==> src/rtl/pin_guard_pkg.sv <==
package pin_guard_pkg;

    typedef enum logic [1:0] {
        SEL_NONE   = 2'd0,
        SEL_KEY    = 2'd1,
        SEL_PERMIT = 2'd2,
        SEL_ROUTE  = 2'd3
    } reg_sel_e;

    typedef struct packed {
        logic locked;
    } key_state_t;

endpackage

==> src/rtl/pin_guard_decode.sv <==
module pin_guard_decode
    import pin_guard_pkg::*;
#(
    parameter int unsigned ADDR_W     = 12,
    parameter int unsigned KEY_OFS    = 'h520,
    parameter int unsigned PERMIT_OFS = 'h524,
    parameter int unsigned ROUTE_OFS  = 'h420
) (
    input  logic [ADDR_W-1:0] addr_i,
    output reg_sel_e          sel_o
);
    localparam logic [ADDR_W-1:0] KEY_A    = ADDR_W'(KEY_OFS);
    localparam logic [ADDR_W-1:0] PERMIT_A = ADDR_W'(PERMIT_OFS);
    localparam logic [ADDR_W-1:0] ROUTE_A  = ADDR_W'(ROUTE_OFS);

    always_comb begin
        sel_o = SEL_NONE;
        if (addr_i == KEY_A)         sel_o = SEL_KEY;
        else if (addr_i == PERMIT_A) sel_o = SEL_PERMIT;
        else if (addr_i == ROUTE_A)  sel_o = SEL_ROUTE;
    end
endmodule

==> src/rtl/pin_guard_key.sv <==
module pin_guard_key
    import pin_guard_pkg::*;
#(
    parameter int unsigned DATA_W     = 32,
    parameter logic [31:0] UNLOCK_KEY = 32'h0ACC_E551
) (
    input  logic              clk,
    input  logic              rst_n,
    input  logic              key_wr_i,
    input  logic [DATA_W-1:0] wdata_i,
    output logic              locked_o
);
    localparam logic [DATA_W-1:0] KEY_W = DATA_W'(UNLOCK_KEY);

    key_state_t st_d, st_q;

    always_comb begin
        st_d = st_q;
        if (key_wr_i) st_d.locked = (wdata_i != KEY_W);
    end

    always_ff @(posedge clk or negedge rst_n) begin
        if (!rst_n) st_q <= '{locked: 1'b1};
        else        st_q <= st_d;
    end

    assign locked_o = st_q.locked;

    p_key_open_r2: assert property (@(posedge clk) disable iff (!rst_n)
        (key_wr_i && wdata_i == KEY_W) |=> !locked_o);
    p_key_close_r3: assert property (@(posedge clk) disable iff (!rst_n)
        (key_wr_i && wdata_i != KEY_W) |=> locked_o);
    p_key_hold_r10: assert property (@(posedge clk) disable iff (!rst_n)
        !key_wr_i |=> $stable(locked_o));
endmodule

==> src/rtl/pin_guard_bank.sv <==
module pin_guard_bank #(
    parameter int unsigned NPIN = 8
) (
    input  logic            clk,
    input  logic            rst_n,
    input  logic            permit_wr_i,
    input  logic            route_wr_i,
    input  logic            locked_i,
    input  logic [NPIN-1:0] wdata_i,
    output logic [NPIN-1:0] permit_o,
    output logic [NPIN-1:0] route_o
);
    typedef struct packed {
        logic [NPIN-1:0] permit;
        logic [NPIN-1:0] route;
    } bank_t;

    bank_t           bank_d, bank_q;
    logic [NPIN-1:0] route_nxt;

    for (genvar g = 0; g < NPIN; g++) begin : g_pin
        assign route_nxt[g] = (route_wr_i && bank_q.permit[g]) ? wdata_i[g]
                                                               : bank_q.route[g];
    end

    always_comb begin
        bank_d       = bank_q;
        bank_d.route = route_nxt;
        if (permit_wr_i && !locked_i) bank_d.permit = wdata_i;
    end

    always_ff @(posedge clk or negedge rst_n) begin
        if (!rst_n) bank_q <= '{permit: '1, route: '0};
        else        bank_q <= bank_d;
    end

    assign permit_o = bank_q.permit;
    assign route_o  = bank_q.route;

    p_permit_frozen_r5: assert property (@(posedge clk) disable iff (!rst_n)
        locked_i |=> $stable(permit_o));
    p_route_guarded_r6: assert property (@(posedge clk) disable iff (!rst_n)
        1'b1 |=> (((route_o ^ $past(route_o)) & ~$past(permit_o)) == '0));
    p_route_quiet_r9: assert property (@(posedge clk) disable iff (!rst_n)
        !route_wr_i |=> $stable(route_o));
endmodule

==> src/rtl/pin_guard_top.sv <==
module pin_guard_top
    import pin_guard_pkg::*;
#(
    parameter int unsigned ADDR_W     = 12,
    parameter int unsigned DATA_W     = 32,
    parameter int unsigned NPIN       = 8,
    parameter logic [31:0] UNLOCK_KEY = 32'h0ACC_E551,
    parameter int unsigned KEY_OFS    = 'h520,
    parameter int unsigned PERMIT_OFS = 'h524,
    parameter int unsigned ROUTE_OFS  = 'h420
) (
    input  logic              clk,
    input  logic              rst_n,
    input  logic              bus_wr,
    input  logic              bus_rd,
    input  logic [ADDR_W-1:0] bus_addr,
    input  logic [DATA_W-1:0] bus_wdata,
    output logic [DATA_W-1:0] bus_rdata,
    output logic [NPIN-1:0]   route_sel
);
    reg_sel_e        sel;
    logic            locked;
    logic [NPIN-1:0] permit;
    logic [NPIN-1:0] route;

    pin_guard_decode #(
        .ADDR_W(ADDR_W), .KEY_OFS(KEY_OFS),
        .PERMIT_OFS(PERMIT_OFS), .ROUTE_OFS(ROUTE_OFS)
    ) u_decode (
        .addr_i(bus_addr),
        .sel_o (sel)
    );

    pin_guard_key #(.DATA_W(DATA_W), .UNLOCK_KEY(UNLOCK_KEY)) u_key (
        .clk     (clk),
        .rst_n   (rst_n),
        .key_wr_i(bus_wr && sel == SEL_KEY),
        .wdata_i (bus_wdata),
        .locked_o(locked)
    );

    pin_guard_bank #(.NPIN(NPIN)) u_bank (
        .clk        (clk),
        .rst_n      (rst_n),
        .permit_wr_i(bus_wr && sel == SEL_PERMIT),
        .route_wr_i (bus_wr && sel == SEL_ROUTE),
        .locked_i   (locked),
        .wdata_i    (bus_wdata[NPIN-1:0]),
        .permit_o   (permit),
        .route_o    (route)
    );

    always_comb begin
        bus_rdata = '0;
        if (bus_rd) begin
            unique case (sel)
                SEL_KEY:    bus_rdata = DATA_W'(locked);
                SEL_PERMIT: bus_rdata = DATA_W'(permit);
                SEL_ROUTE:  bus_rdata = DATA_W'(route);
                default:    bus_rdata = '0;
            endcase
        end
    end

    assign route_sel = route;

    p_route_mirror_r8: assert property (@(posedge clk) disable iff (!rst_n)
        (bus_rd && bus_addr == ADDR_W'(ROUTE_OFS)) |-> (bus_rdata[NPIN-1:0] == route_sel));
    p_unmapped_zero_r9: assert property (@(posedge clk) disable iff (!rst_n)
        (bus_rd && bus_addr != ADDR_W'(ROUTE_OFS) && bus_addr != ADDR_W'(PERMIT_OFS)
         && bus_addr != ADDR_W'(KEY_OFS)) |-> (bus_rdata == '0));
endmodule

==> config.mk <==
export PLATFORM = sky130hd
export DESIGN_NAME = pin_guard_top
export DESIGN_NICKNAME = d
export VERILOG_FILES = /design/src/rtl/pin_guard_pkg.sv /design/src/rtl/pin_guard_decode.sv /design/src/rtl/pin_guard_key.sv /design/src/rtl/pin_guard_bank.sv /design/src/rtl/pin_guard_top.sv
export SDC_FILE = /design/constraint.sdc
export NUM_CORES = 1
export LEC_CHECK = 0
export BUFFER_PORTS_ARGS = -buffer_cell sky130_fd_sc_hd__clkbuf_2
export CAP_MARGIN = 20
export CORE_ASPECT_RATIO = 1.2
export CORE_MARGIN = 2
export CORE_UTILIZATION = 44
export CTS_CLUSTER_SIZE = 14
export DETAILED_ROUTE_END_ITERATION = 12
export GPL_TIMING_DRIVEN = 0
export PLACE_DENSITY = 0.89
export SYNTH_ARGS = -nofsm -noshare
export SYNTH_HDL_FRONTEND = slang
export SYNTH_HIERARCHICAL = 1
export SYNTH_SLANG_ARGS = --single-unit
==> constraint.sdc <==
create_clock -name clk -period 3.3 [get_ports clk]
set_input_delay 0.66 -clock clk [delete_from_list [all_inputs] [get_ports clk]]
set_output_delay 0.66 -clock clk [all_outputs]
set_load 0.02 [all_outputs]
==> results of run 1 <==
==> worst max-delay path by stage <==
stage	slack, ns	to	startpoint	cells after the start
after floorplan	0.62	bus_rdata[1]	bus_addr[11]	5
after global placement	0.27	bus_rdata[3]	bus_addr[11]	7
after detailed placement	0.22	bus_rdata[5]	bus_addr[11]	7
after CTS	0.22	bus_rdata[5]	bus_addr[11]	7
after global routing	0.01	bus_rdata[2]	bus_addr[11]	7
final	0.21	bus_rdata[3]	bus_addr[11]	7
==> cells in the mapped netlist (2+ instances only) <==
| cell type | count | area share (%) |
|---|---|---|
| mux2i_1 | 8 | 6.5 |
| mux2_2 | 8 | 7.3 |
| nand4b_1 | 2 | 1.4 |
| nor4b_1 | 3 | 2.1 |
| dfrtp_1 | 8 | 16 |
| buf_6 | 2 | 1.8 |
| dfstp_2 | 9 | 19 |
| nor3_1 | 2 | 0.82 |
| nor2_1 | 10 | 3.1 |
| nand2b_1 | 2 | 1.0 |
| buf_4 | 25 | 15 |
| mux2_4 | 8 | 9.8 |
| nand2_1 | 12 | 3.7 |
==> per-layer routing <==
metal / vias to the layer above / wire, um
met5: - / 0
met3: 6 / 232
met2: 50 / 1577
li1: 530 / -
met1: 506 / 1019
met4: 0 / 45
==> cells by family after synthesis <==
kind of cell           Yosys count  share of synthesized area [%]
AO/OA/AOI/OAI                    3                          1.939
XOR/XNOR                         1                         0.7144
buffers and inverters           28                          17.45
flip-flops                      17                          35.61
multiplexers                    24                          23.67
other                            1                         0.3058
AND/OR/NAND/NOR                 41                          20.31
==> power by group through the flow <==
stage	clock (mW)	sequential (mW)	combinational, mW
after floorplan	0	0.215	0.0548
after global placement	0	0.215	0.0897
after detailed placement	0	0.215	0.0909
after CTS	0.111	0.212	0.0911
after global routing	0.120	0.212	0.100
final	0.110	0.212	0.0918
==> sequential cells by signal, summed over array words and instances, names as in the netlist <==
signal	flops
u_bank/permit_o	8
u_bank/route_o	8
u_key/locked_o	1
==> worst max-delay path, cell delays in order <==
cell      delay, ns
clkbuf_2       0.09
nor4b_2        0.25
nand2_1        0.11
nor3_1         0.57
nand2_1        0.37
nor2_1         0.20
clkbuf_2       0.19
==> metrics by stage <==
| stage | setup WS, ns | cells | utilization [%] | hold slack (ns) | power, mW |
|---|---|---|---|---|---|
| final | 0.2078 | 238 | 65.14 | 0.2828 | 0.4133 |
| after global placement | 0.2667 | 234 | 64.13 | 0.5141 | 0.3048 |
| after floorplan | 0.6225 | 138 | - | 0.3644 | 0.2697 |
| after CTS | 0.2177 | 238 | 65.14 | 0.2923 | 0.4138 |
| after global routing | 0.009563 | 238 | 65.14 | 0.3127 | 0.4324 |
| after detailed placement | 0.2202 | 234 | 64.13 | 0.5256 | 0.3060 |
==> cell type report <==
type / count / area share (%)
multi-input combinational: 93 / 39.04
sequential: 17 / 25.76
timing repair buffer: 63 / 18.60
buffer: 27 / 12.40
tap: 33 / 2.435
clock buffer: 4 / 1.550
inverter: 1 / 0.2214
==> cell usage in the layout (no fill, tap or decap), types with 8 or more instances in the layout <==
master / Yosys / routed
buf_4: 25 / 25
clkbuf_2: 0 / 63
conb_1: 1 / 24
dfrtp_1: 8 / 8
dfstp_2: 9 / 9
mux2_2: 8 / 8
mux2_4: 8 / 8
mux2i_1: 8 / 8
nand2_1: 12 / 12
nor2_1: 10 / 10
==> flow_metrics.tcl, run 1 <==
set metrics [dict create \
    status "finished clean" \
    rr_startpoint "u_key/locked_o" \
    routed_wl_um 2875 \
    cts_tree "built" \
    dieArea_um2 3227 \
    ctsLongestPathBuffers 2 \
    synth-seq-cells 17 \
    via_per_inst 4.588 \
    ys_seq_area_share_pct 35.61 \
    setup_viol 0 \
    post_cts_resized 0 \
    nFillCells 209 \
    syn_area_um2 1226 \
    p_leak_nw 0.8767 \
    slew_headroom_pct 55.65 \
    clkTransAtPathRegs_ns 0.10 \
    dpl_cell_area_um2 1669 \
    clockPowerShare_pct 26.6 \
    dieWidth_um 52.19 \
    dp_hpwl_um 2423 \
    rows 20 \
    hold_buffers 0 \
    grt_util_met1_pct 17.15 \
    use_met3_pct 3.349 \
    end_kind "output port" \
    grt_pass1_vias 1028 \
    multi_input_area_um2 661.9 \
    synth_flop_cell "dfstp_2" \
    drv_slew 0 \
    drive_gt1_share_pct 60.00 \
    post_cts_buffers 0 \
    power.density_nw_per_um2 243.8 \
    synthArstFlopShare_pct 100.0 \
    syn_inst 115 \
    intPower_mw 0.3030 \
    fin_area_um2 1695 \
    cp_max_fo 7 \
    start_util_pct 47.12 \
    r2r-end "u_bank/permit_o[4]" \
    worstPathRequired_ns 2.64 \
    fin_nets 254 \
    pwr-share-comb_pct 22.2 \
    busiest_layer "met2" \
    hold_viol_final 0 \
    critPathKind "in -> out" \
    area_delta_synth_final_pct 38.27 \
    p_switching_mw 0.1103 \
    grt.total_usage_pct 17.88 \
    grt_pass1_wl_um 4209 \
    gr-usage-met2_pct 37.43 \
    wl_per_cell_um 12.08 \
    reg2reg_depth 3 \
    drtIter0Drc 21 \
    tightestPinTransition_ns 0.6602 \
    p_sw_share_pct 26.69 \
    gp_congestion 0.7498 \
    coreArea_um2 2603 \
    grt_start_max_net_pins 18 \
    htree_num_levels 1 \
    dr_total_vias 1092 \
    cts_buffers 3 \
    drv_cap 0 \
    arrival_ns 2.43 \
    drc_errors 0 \
    ioPinCount 88 \
    min_path_type "in -> async" \
    cts-root-buf "clkbuf_4" \
    seqCellArea_um2 436.7 \
    port_buffers 63 \
    fin_setup_tns_ns 0 \
    insertion_delay_ns 0.28 \
    post-route-period-util_pct 93.70 \
    clock_sinks 17 \
    rsz0062_at_grt "false" \
    die_h_um 61.83 \
    skew_ns 0.003844 \
    yosys_warnings 6 \
    overflow 0 \
    antennaDiodeCount 0 \
    start_kind "primary input" \
    antenna_found_initial 0 \
    max_freq_ghz 0.3234 \
    synth.avg_cell_area_um2 10.66 \
    r2r_slack_ns 2.17 \
    synth_edf_count 0 \
    yosysUniqueCellTypes 29 \
    drtAntennaViolNets 0 \
    irDropWorstVdd_uv 249.9 \
    fin_crit_ns 3.092 \
    seqPwrFrac_pct 51.2 \
    first_pass_iters 4 \
]
(Power assumes the default switching activity.)
==> run 2: changes to the inputs <==
--- a/config.mk
+++ b/config.mk
@@ -5,6 +5,7 @@
 export SDC_FILE = /design/constraint.sdc
 export NUM_CORES = 1
 export LEC_CHECK = 0
+export ABC_CLOCK_PERIOD_IN_PS = 3300
 export BUFFER_PORTS_ARGS = -buffer_cell sky130_fd_sc_hd__clkbuf_2
 export CAP_MARGIN = 20
 export CORE_ASPECT_RATIO = 1.2
@@ -12,7 +13,6 @@
 export CORE_UTILIZATION = 44
 export CTS_CLUSTER_SIZE = 14
 export DETAILED_ROUTE_END_ITERATION = 12
-export GPL_TIMING_DRIVEN = 0
 export PLACE_DENSITY = 0.89
 export SYNTH_ARGS = -nofsm -noshare
 export SYNTH_HDL_FRONTEND = slang
==> constraint.sdc (replaced) <==
create_clock -name clk -period 3.3 [get_ports clk]
set_input_delay 0.165 -clock clk [delete_from_list [all_inputs] [get_ports clk]]
set_output_delay 0.165 -clock clk [all_outputs]
set_load 0.02 [all_outputs]
==> run 2 against run 1 <==
Against the previous run: non-clock buffer count shrank 25; setup slack improved by 0.98 ns; first-iteration DRC count fell by 57%; highest routed layer unchanged.
==> flow_metrics.tcl, run 2 (synthesized netlist as in run 1, its figures left out) <==
set metrics [dict create \
    p_switching_mw 0.1042 \
    htree_num_levels 1 \
    antennaDiodeCount 0 \
    dr_total_vias 1008 \
    routed_wl_um 2640 \
    grt_pass1_wl_um 3843 \
    grt_pass1_vias 900 \
    status "finished clean" \
    critPathKind "in -> out" \
    post-route-period-util_pct 64.03 \
    die_h_um 61.83 \
    power.density_nw_per_um2 258.9 \
    insertion_delay_ns 0.28 \
    setup_viol 0 \
    ctsLongestPathBuffers 2 \
    ioPinCount 88 \
    area_delta_synth_final_pct 22.55 \
    drtIter0Drc 9 \
    dieWidth_um 52.19 \
    grt.total_usage_pct 16.51 \
    fin_nets 229 \
    fin_crit_ns 2.113 \
    clock_sinks 17 \
    rsz0062_at_grt "false" \
    skew_ns 0.0002427 \
    drv_cap 0 \
    dpl_cell_area_um2 1466 \
    cp_max_fo 7 \
    drv_slew 0 \
    pwr-share-comb_pct 18.0 \
    tightestPinTransition_ns 0.6490 \
    arrival_ns 1.95 \
    port_buffers 63 \
    gp_congestion 0.7174 \
    cts_tree "built" \
    hold_viol_final 0 \
    end_kind "output port" \
    worstPathRequired_ns 3.13 \
    fin_setup_tns_ns 0 \
    seqPwrFrac_pct 54.4 \
    mostFrequentLayoutCells "63 x clkbuf_2, 24 x conb_1, 12 x nand2_1, 10 x nor2_1, 9 x dfstp_2" \
    dieArea_um2 3227 \
    mostFrequentLayoutCell "clkbuf_2" \
    slew_headroom_pct 56.40 \
    dp_hpwl_um 2246 \
    irDropWorstVdd_uv 292.0 \
    drive_gt1_share_pct 53.89 \
    min_path_type "in -> reg" \
    cts_buffers 3 \
    drc_errors 0 \
    cts-root-buf "clkbuf_4" \
    wl_per_cell_um 12.39 \
    start_util_pct 47.12 \
    p_sw_share_pct 26.79 \
    start_kind "primary input" \
    max_freq_ghz 0.4732 \
    clockPowerShare_pct 27.6 \
    post_cts_resized 0 \
    drtAntennaViolNets 0 \
    via_per_inst 4.732 \
    antenna_found_initial 0 \
    fin_area_um2 1503 \
    holdWs_ns 0.1367 \
    utilization_pct 57.74 \
    rows 20 \
    coreArea_um2 2603 \
    grt_start_max_net_pins 18 \
    first_pass_iters 3 \
    p_leak_nw 0.7376 \
    intPower_mw 0.2848 \
    clkTransAtPathRegs_ns 0.09 \
    overflow 0 \
    nFillCells 237 \
]
==> run 2: per-stage QoR <==
| step | worst slack, ns | power [mW] | instances |
|---|---|---|---|
| final | 1.187 | 0.3890 | 213 |
| after global placement | 1.190 | 0.2828 | 208 |
| after global routing | 0.9927 | 0.4090 | 213 |
| after CTS | 1.208 | 0.3902 | 213 |
| after floorplan | 1.518 | 0.2697 | 138 |
| after detailed placement | 1.125 | 0.2844 | 208 |
==> run 2: power groups by stage <==
stage	combinational (mW)	sequential [mW]	clock, mW
6_report	0.0699	0.212	0.108
3_5_place_dp	0.0692	0.215	0
5_1_grt	0.0763	0.212	0.121
2_1_floorplan	0.0548	0.215	0
3_3_place_gp	0.0677	0.215	0
4_1_cts	0.0703	0.212	0.108
==> run 2: area by class of cell <==
type                    instances  area (um^2)  area share [%]
clock buffers                   4        26.28           1.749
inverters                       1        3.754          0.2498
repair buffers                 65        332.8           22.15
multi-input cells              93        661.9           44.05
well taps                      33        41.29           2.748
flip-flops and latches         17        436.7           29.06
==> run 2: layer usage <==
| metal | up-vias | share of wire [%] | routed length, um | GRT usage, % |
|---|---|---|---|---|
| li1 | 482 | - | - | - |
| met1 | 476 | 36 | 949 | 19.58 |
| met2 | 46 | 55 | 1459 | 30.02 |
| met3 | 4 | 6.9 | 183 | 1.914 |
| met4 | 0 | 1.8 | 48 | 7.692 |
| met5 | - | 0 | 0 | 0 |
==> run 2: what timing repair did <==
item,CTS,global route
hold endpoints to repair,8,0
setup buffers,0,0
hold buffers,1,0
setup endpoints to repair,0,0
==> run 2: worst max-delay path, stage by stage <==
cell and delay, ns:
clkbuf_2 0.09, nor4b_2 0.27, nand2_1 0.12, nor3_1 0.56, nand2_1 0.35, nor2_1 0.21, clkbuf_2 0.19
==> run 2: final timing paths <==
kind,slack [ns],start,to,cells after the start
min in group asynchronous,0.34,rst_n,u_bank/route_o[6],2
worst min register to register,0.55,u_key/locked_o,u_key/locked_o,2
worst max-delay path,1.19,bus_addr[11],bus_rdata[3],7
max in group asynchronous,2.63,rst_n,u_bank/permit_o[7],2
worst max register to register,2.18,u_key/locked_o,u_bank/permit_o[1],2
worst min-delay path,0.14,bus_wdata[6],u_bank/permit_o[6],2
